### config.mk
export PLATFORM = sky130hd
export DESIGN_NAME = wsync_fsm
export DESIGN_NICKNAME = d
export VERILOG_FILES = /design/src/rtl/wsync_pkg.sv /design/src/rtl/wsync_classify.sv /design/src/rtl/wsync_flop.sv /design/src/rtl/wsync_core.sv /design/src/rtl/wsync_fsm.sv
export SDC_FILE = /design/constraint.sdc
export NUM_CORES = 1
export LEC_CHECK = 0
export BUFFER_PORTS_ARGS = -buffer_cell sky130_fd_sc_hd__clkbuf_2
export CAP_MARGIN = 30
export CORE_UTILIZATION = 40
export DETAILED_ROUTE_END_ITERATION = 6
export PLACE_DENSITY_LB_ADDON = 0.25
export SLEW_MARGIN = 10
export SYNTH_ARGS = -nofsm -noshare
export SYNTH_HDL_FRONTEND = slang
export SYNTH_SLANG_ARGS = --single-unit
### constraint.sdc
create_clock -name clk -period 3.5 [get_ports clk]
set_input_delay 0.7 -clock clk [delete_from_list [all_inputs] [get_ports clk]]
set_output_delay 0.7 -clock clk [all_outputs]
set_load 0.01 [all_outputs]
### src/rtl/wsync_pkg.sv
package wsync_pkg;

  typedef enum logic [1:0] {
    ST_HUNT       = 2'd0,
    ST_GATHER     = 2'd1,
    ST_LOCKED     = 2'd2,
    ST_LOCKED_ERR = 2'd3
  } wsync_state_e;

  // A threshold of zero is treated as one.
  function automatic int unsigned eff_need(input int unsigned need);
    return (need == 0) ? 1 : need;
  endfunction

  function automatic logic reached(input int unsigned cnt, input int unsigned need);
    return cnt >= eff_need(need);
  endfunction

endpackage

### src/rtl/wsync_classify.sv
module wsync_classify (
  input  logic cg_valid,
  input  logic comma_seen,
  input  logic code_err,
  output logic w_err,
  output logic w_pat,
  output logic w_good
);
  // Error wins over pattern in the same word.
  always_comb begin
    w_err  = cg_valid & code_err;
    w_good = cg_valid & ~code_err;
    w_pat  = cg_valid & comma_seen & ~code_err;
  end
endmodule

### src/rtl/wsync_flop.sv
module wsync_flop #(
  parameter int WIDTH = 1
) (
  input  logic             clk,
  input  logic             rst_n,
  input  logic [WIDTH-1:0] d,
  output logic [WIDTH-1:0] q
);
  always_ff @(posedge clk) begin
    if (!rst_n) q <= '0;
    else        q <= d;
  end
endmodule

### src/rtl/wsync_core.sv
module wsync_core
  import wsync_pkg::*;
#(
  parameter int PAT_W = 8,
  parameter int ERR_W = 6,
  parameter int RUN_W = 8
) (
  input  logic             clk,
  input  logic             rst_n,
  input  logic             w_err,
  input  logic             w_pat,
  input  logic             w_good,
  input  logic             force_hunt,
  input  logic [PAT_W-1:0] acq_need,
  input  logic [ERR_W-1:0] loss_need,
  input  logic [RUN_W-1:0] good_need,
  output wsync_state_e     state,
  output logic             gain_evt,
  output logic             lose_evt,
  output logic             forgive_evt,
  output logic [ERR_W-1:0] err_cnt
);
  wsync_state_e     st_n;
  logic [PAT_W-1:0] pat_cnt, pat_cnt_n;
  logic [ERR_W-1:0] err_cnt_n;
  logic [RUN_W-1:0] run_cnt, run_cnt_n;
  logic             armed, armed_n;

  always_comb begin
    st_n        = state;
    pat_cnt_n   = pat_cnt;
    err_cnt_n   = err_cnt;
    run_cnt_n   = run_cnt;
    armed_n     = armed;
    gain_evt    = 1'b0;
    lose_evt    = 1'b0;
    forgive_evt = 1'b0;
    if (force_hunt) begin
      lose_evt  = (state != ST_HUNT);
      st_n      = ST_HUNT;
      pat_cnt_n = '0;
      err_cnt_n = '0;
      run_cnt_n = '0;
      armed_n   = 1'b1;
    end else begin
      unique case (state)
        ST_HUNT, ST_GATHER: begin
          if (w_err) begin
            pat_cnt_n = '0;
          end else if (w_pat) begin
            if (armed || reached(32'(pat_cnt) + 32'd1, 32'(acq_need))) begin
              gain_evt  = 1'b1;
              st_n      = ST_LOCKED;
              pat_cnt_n = '0;
              armed_n   = 1'b0;
            end else begin
              pat_cnt_n = pat_cnt + 1'b1;
              st_n      = ST_GATHER;
            end
          end
        end
        ST_LOCKED: begin
          if (w_err) begin
            run_cnt_n = '0;
            if (reached(32'd1, 32'(loss_need))) begin
              lose_evt = 1'b1;
              st_n     = ST_HUNT;
            end else begin
              err_cnt_n = ERR_W'(1);
              st_n      = ST_LOCKED_ERR;
            end
          end
        end
        ST_LOCKED_ERR: begin
          if (w_err) begin
            run_cnt_n = '0;
            if (reached(32'(err_cnt) + 32'd1, 32'(loss_need))) begin
              lose_evt  = 1'b1;
              st_n      = ST_HUNT;
              err_cnt_n = '0;
            end else begin
              err_cnt_n = err_cnt + 1'b1;
            end
          end else if (w_good) begin
            if (reached(32'(run_cnt) + 32'd1, 32'(good_need))) begin
              forgive_evt = 1'b1;
              run_cnt_n   = '0;
              err_cnt_n   = err_cnt - 1'b1;
              if (err_cnt == ERR_W'(1)) st_n = ST_LOCKED;
            end else begin
              run_cnt_n = run_cnt + 1'b1;
            end
          end
        end
        default: st_n = ST_HUNT;
      endcase
    end
  end

  always_ff @(posedge clk) begin
    if (!rst_n) begin
      state   <= ST_HUNT;
      pat_cnt <= '0;
      err_cnt <= '0;
      run_cnt <= '0;
      armed   <= 1'b0;
    end else begin
      state   <= st_n;
      pat_cnt <= pat_cnt_n;
      err_cnt <= err_cnt_n;
      run_cnt <= run_cnt_n;
      armed   <= armed_n;
    end
  end
endmodule

### src/rtl/wsync_fsm.sv
module wsync_fsm
  import wsync_pkg::*;
#(
  parameter int PAT_W = 8,
  parameter int ERR_W = 6,
  parameter int RUN_W = 8
) (
  input  logic             clk,
  input  logic             rst_n,
  input  logic             cg_valid,
  input  logic             comma_seen,
  input  logic             code_err,
  input  logic             manual_realign,
  input  logic [PAT_W-1:0] acq_need,
  input  logic [ERR_W-1:0] loss_need,
  input  logic [RUN_W-1:0] good_need,
  output logic             sync_ok,
  output logic             pat_det,
  output logic             realign_req
);
  logic             w_err, w_pat, w_good;
  logic             gain_evt, lose_evt, forgive_evt;
  logic [ERR_W-1:0] err_cnt;
  wsync_state_e     state;

  wsync_classify u_classify (
    .cg_valid   (cg_valid),
    .comma_seen (comma_seen),
    .code_err   (code_err),
    .w_err      (w_err),
    .w_pat      (w_pat),
    .w_good     (w_good)
  );

  wsync_core #(.PAT_W(PAT_W), .ERR_W(ERR_W), .RUN_W(RUN_W)) u_core (
    .clk         (clk),
    .rst_n       (rst_n),
    .w_err       (w_err),
    .w_pat       (w_pat),
    .w_good      (w_good),
    .force_hunt  (manual_realign),
    .acq_need    (acq_need),
    .loss_need   (loss_need),
    .good_need   (good_need),
    .state       (state),
    .gain_evt    (gain_evt),
    .lose_evt    (lose_evt),
    .forgive_evt (forgive_evt),
    .err_cnt     (err_cnt)
  );

  wsync_flop #(.WIDTH(2)) u_pulse (
    .clk   (clk),
    .rst_n (rst_n),
    .d     ({w_pat, lose_evt}),
    .q     ({pat_det, realign_req})
  );

  assign sync_ok = (state == ST_LOCKED) || (state == ST_LOCKED_ERR);
endmodule

After elaboration in Yosys (flattened, before gate mapping)
Cells that the tools add are included.

Word-level logic and storage cells: 95. Bits in registers: 27. Input bits: 28. Output and inout port bits: 3.

Bitwise logic cells: 6. $lt $le $gt $ge: 4. Reduce and logical (&&, ||, !) cells: 19. Multiplexer cells: 40. Equality and inequality tests: 13. Add/subtract/negate cells: 7.

Operators with widths (count): >= comparator 32 bit (3); 2-to-1 mux 8 bit (9); 2-to-1 mux 6 bit (7); >= comparator 1 x 32 -> 1 bit (first input constant) (1); 2-to-1 mux 2 bit (10); adder 8 x 1 -> 9 bit (second input constant) (2); adder 8 x 1 -> 8 bit (second input constant) (2); logical NOT 8 bit (2); one-hot mux 8 bit (2 select lines) (1); one-hot mux 6 bit (2 select lines) (1); nonzero test 2 bit (6); 2-to-1 mux 1 bit (10); != test 3 x 1 -> 1 bit (second input constant) (3); != test 2 bit (second input constant) (4); adder 6 x 1 -> 7 bit (second input constant) (1); AND reduction 7 bit (1); adder 6 x 1 -> 6 bit (second input constant) (1); == test 6 x 1 -> 1 bit (second input constant) (1); logical NOT 6 bit (1); one-hot mux 2 bit (3 select lines) (1); subtractor 6 x 1 -> 6 bit (second input constant) (1); AND reduction 5 bit (1); AND 1 bit (4); == test 2 bit (second input constant) (2); 11 further kinds (14).

Logic depth before layout (Yosys ltp)
Word-level depth: 9. Gate-level depth with buffers: 11. Gate-level depth less buffers: 11.

Modules after synthesis
A second synthesis with hierarchy kept.

Cells, all modules: 297. Area total of the unflattened synthesis: 2326.0 sq um.

By module, submodules not included: wsync_core (instances 1, seq. area each 500.5 sq um, cells an instance 289, area an instance 2243.4 sq um); wsync_flop (instances 1, seq. area each 40.0 sq um, cells an instance 4, area an instance 52.6 sq um); wsync_classify (instances 1, seq. area each 0.0 sq um, cells an instance 3, area an instance 26.3 sq um); wsync_fsm (instances 1, seq. area each 0.0 sq um, cells an instance 1, area an instance 3.8 sq um).

Least setup slack after synthesis
No wires, ideal clock.

Path type: input to register. Start: input port loss_need[3]. End: register u_core.err_cnt[2]. Arrival time: 2804 ps. Stages: 9. Library setup time: 92 ps. Slack: 604 ps. Buffers on the path: 0. Required time: 3408 ps. Cell sequence: or4_1 -> o21bai_1 -> ha_1 -> nand2b_1 -> a2111oi_2 -> o211ai_2 -> a21oi_2 -> a21oi_1 -> o32ai_1.

Longest elaborated chain between the ends: 6. Elaborated cells on any way between the ends: 9. Those cells by class: order compare: 2; eq/ne: 1; mux: 4; reduce/logical: 2.

RTL lines: start, declared (line wsync_fsm.sv:15) `input logic [ERR_W-1:0] loss_need,`; logical NOT 6 bit (line wsync_pkg.sv:12) `return (need == 0) ? 1 : need;`; 2-to-1 mux 6 bit (*) (line wsync_pkg.sv:12); >= comparator 32 bit (line wsync_pkg.sv:16) `return cnt >= eff_need(need);`; 2-to-1 mux 6 bit (line wsync_core.sv:77) `if (reached(32'(err_cnt) + 32'd1, 32'(loss_need))) begin`; 2-to-1 mux 6 bit (line wsync_core.sv:75) `if (w_err) begin`; one-hot mux 6 bit (2 select lines) (line wsync_core.sv:46) `unique case (state)`; end signal, assigned (line wsync_core.sv:110) `err_cnt <= err_cnt_n;`; end, declared (line wsync_core.sv:21) `output logic [ERR_W-1:0] err_cnt`.

Every way passes the cells marked *; elsewhere a longest branch is shown, timed or not. A chain may end at the register's enable or synchronous reset.

Worst setup path after layout
Same ends and word-level chain as after synthesis.

==> impl_metrics.toml <==
[power_and_ir_drop]
power.internal_uw = 420.3
irDropWorstVdd_mv = 0.1654
p_leak_uw = 0.001121
power_frac_seq = 0.553
powerDensity_nw_per_um2 = 228.2
clockPowerShare = 0.317
switching_share = 0.2523
p_switching_uw = 141.9
comb_power_share = 0.130

[clock_tree]
cts_resized = 0
clockBufferDepth = 2
clk-insertion-delay-late_ns = 0.27
ctsHoldBuffers = 0
clock-root-buffer = "clkbuf_8"
cts.sinks = 27
cts_made_buffers = 3
htree_levels = 1
tritoncts = "built"
clkTransAtPathRegs_ns = 0.09
post_cts_buffers = 0

[routing]
ant_nets = 0
vias = 1966
drc_errors = 0
wl_per_cell_um = 12.80
dr.pass1.iters = 4
wl_um = 4672
vias_per_cell = 5.386
drt_iter0_drc = 166

[critical_path]
cp_data_required_time_ns = 3.68
cp.arrival_ns = 3.08
r2r_cells = 10
worst-path-buf-inv = 1
critPathTopFamily = "compound AO/OA/AOI/OAI gates"
crit_fanout = 6
r2r_slack_ns = 0.79
slowest_stage = "or4_1"
endpoint_kind = "flop"
critical_path_class = "primary input to flop"
rr_startpoint = "u_core.pat_cnt[0]"
reg2reg_to = "u_core.pat_cnt[4]"
cp_cell_sequence = "clkbuf_2, or4_1, o21bai_1, ha_1, nand2b_1, a2111oi_2, o211ai_2, a21oi_2, a21oi_1, o32ai_1"
cp-start-kind = "primary input"
cpPeakStageDelay_ns = 0.57

[synth]
synth_area_per_cell_um2 = 8.252
syn_nets = 322
synth_cell_type_count = 59
synthCells = 267
synth_top_cells_by_count = "dfxtp_1 (27), ha_1 (27), nand2_1 (25)"
yosysSeqAreaShare = 0.2453
ys.flop_type = "dfxtp_1"
synth_edf_count = 0
synth_top_area_frac = 0.2453
netlist_area_um2 = 2203
synthTopCellsByArea = "dfxtp_1 (25%), ha_1 (15%), a21oi_1 (4.5%)"
async_flop_share = 0
yosysTopAreaCell = "dfxtp_1"
synth_warnings = 0
synth_seq_cells = 27

[finish]
drive_gt1_frac = 0.1695
design_area_um2 = 2464
antenna_cells = 0
nNetsFinal = 351
synthToLayoutAreaGrowth_pct = 11.81

[floorplan]
start_util = 0.4233
core_um2 = 5205
die_h_um = 76.22
fp.dieArea_um2 = 5809
die_w_um = 76.22
ios = 31
rows = 26

[timing]
finalCritPeriodShare = 0.8274
skew_ns = 0.003084
setup_tns_ns = 0
hold_viol = 0
grt_setup_unrepaired = "no"
fmax_mhz = 345.3
holdWs_ns = 0.5002
max-slew-margin-rel = 0.3781
layout_min_cycle_time_ns = 2.896
tightest_slew_ns = 0.9329
setup_viol = 0
drv_slew = 0

[job]
drv_cap = 0

[min_path]
hold_class = "flop to flop"
min_from = "u_core.run_cnt[7]"
hold_depth = 2
min_to = "u_core.run_cnt[7]"

[run_status]
status = "finished clean"

[grt]
gr-total-overflow = 0
antenna_found_initial = 0
grtUsageTotal = 0.1683
grt_pass1_vias = 1808
grt_max_degree = 24
grt_pass1_wl_um = 8148

[placed_design]
placed_area_um2 = 2417
finalWeightedCongestion = 0.8108
numPortBuffers = 30
dp_hpwl_um = 3722
routing by layer:
metal  part of all wire  routed length (um)  GRT usage
met3              0.032                 151    0.02994
met1               0.51                2386     0.2378
met4             0.0036                  17    0.02308
met2               0.45                2117     0.2712
met5                  0                   0          0
metrics by stage:
step / power, uW / cells / setup slack [ns] / utilization
CTS: 568.7 / 365 / 0.6023 / 0.4733
finish: 562.1 / 365 / 0.6041 / 0.4733
floorplan: 361.4 / 267 / 0.6036 / -
global route: 593.3 / 365 / 0.4924 / 0.4733
detailed placement: 391.5 / 361 / 0.2979 / 0.4644
global placement: 390.0 / 361 / 0.3837 / 0.4644
cells by family (layout without fill, tap and decap cells):
kind of cell,count (synthesis),after routing,share of synthesized area
and+or+nand+nor,86,86,0.2164
muxes,3,3,0.01420
adders and majority gates,27,27,0.1533
DFF,27,27,0.2453
AOI/OAI and AO/OA,77,77,0.2499
xor gates and xnor gates,17,17,0.06757
buffers and inverters,30,58,0.05338
flip-flops by register name (all words and copies together) (netlist names):
| register | cells |
|---|---|
| u_core.err_cnt | 6 |
| u_core.pat_cnt | 8 |
| u_core.armed | 1 |
| u_pulse.q | 2 |
| u_core.run_cnt | 8 |
| u_core.state | 2 |
final cells by class:
type / count / area (um2)
Clock buffer: 3 / 41.29
Tap cell: 70 / 87.58
Sequential cell: 27 / 540.5
Timing Repair Buffer: 31 / 157.7
Fill cell: 541 / 2741
Inverter: 23 / 86.33
Clock inverter: 1 / 5.005
Multi-Input combinational cell: 210 / 1545
how the worst max path moves through the flow:
stage          cells after the start  slack, ns         start                end
2_1_floorplan                      9       0.60  loss_need[3]  u_core.err_cnt[2]
3_3_place_gp                      10       0.38  loss_need[3]  u_core.err_cnt[2]
3_5_place_dp                      10       0.30  loss_need[3]  u_core.err_cnt[2]
4_1_cts                           10       0.60  loss_need[3]  u_core.err_cnt[2]
5_1_grt                           10       0.49  loss_need[3]  u_core.err_cnt[5]
6_report                          10       0.60  loss_need[3]  u_core.err_cnt[2]
power groups by stage:
stage / clock network (uW) / registers (uW) / logic, uW
6_report: 178 / 311 / 73.2
2_1_floorplan: 0 / 317 / 44.1
5_1_grt: 198 / 311 / 84.2
3_3_place_gp: 0 / 318 / 72.0
4_1_cts: 184 / 311 / 73.8
3_5_place_dp: 0 / 318 / 73.4
worst min-delay path, cell delays in order, from the launching register on:
cell and delay [ns]:
dfxtp_1 0.35, nand2_1 0.06, a21oi_1 0.05
cells in the final DEF (no fill, tap or decap), drive strengths merged, types with 7 or more instances in the layout:
cell / netlist / layout
nand2: 25 / 25
clkbuf: 3 / 33
ha: 27 / 27
xnor2: 7 / 7
inv: 23 / 23
nand3: 10 / 10
xor2: 10 / 10
o21ai: 13 / 13
a21oi: 22 / 22
dfxtp: 27 / 27
nor2: 16 / 16
Power figures use the tool's default switching activity.
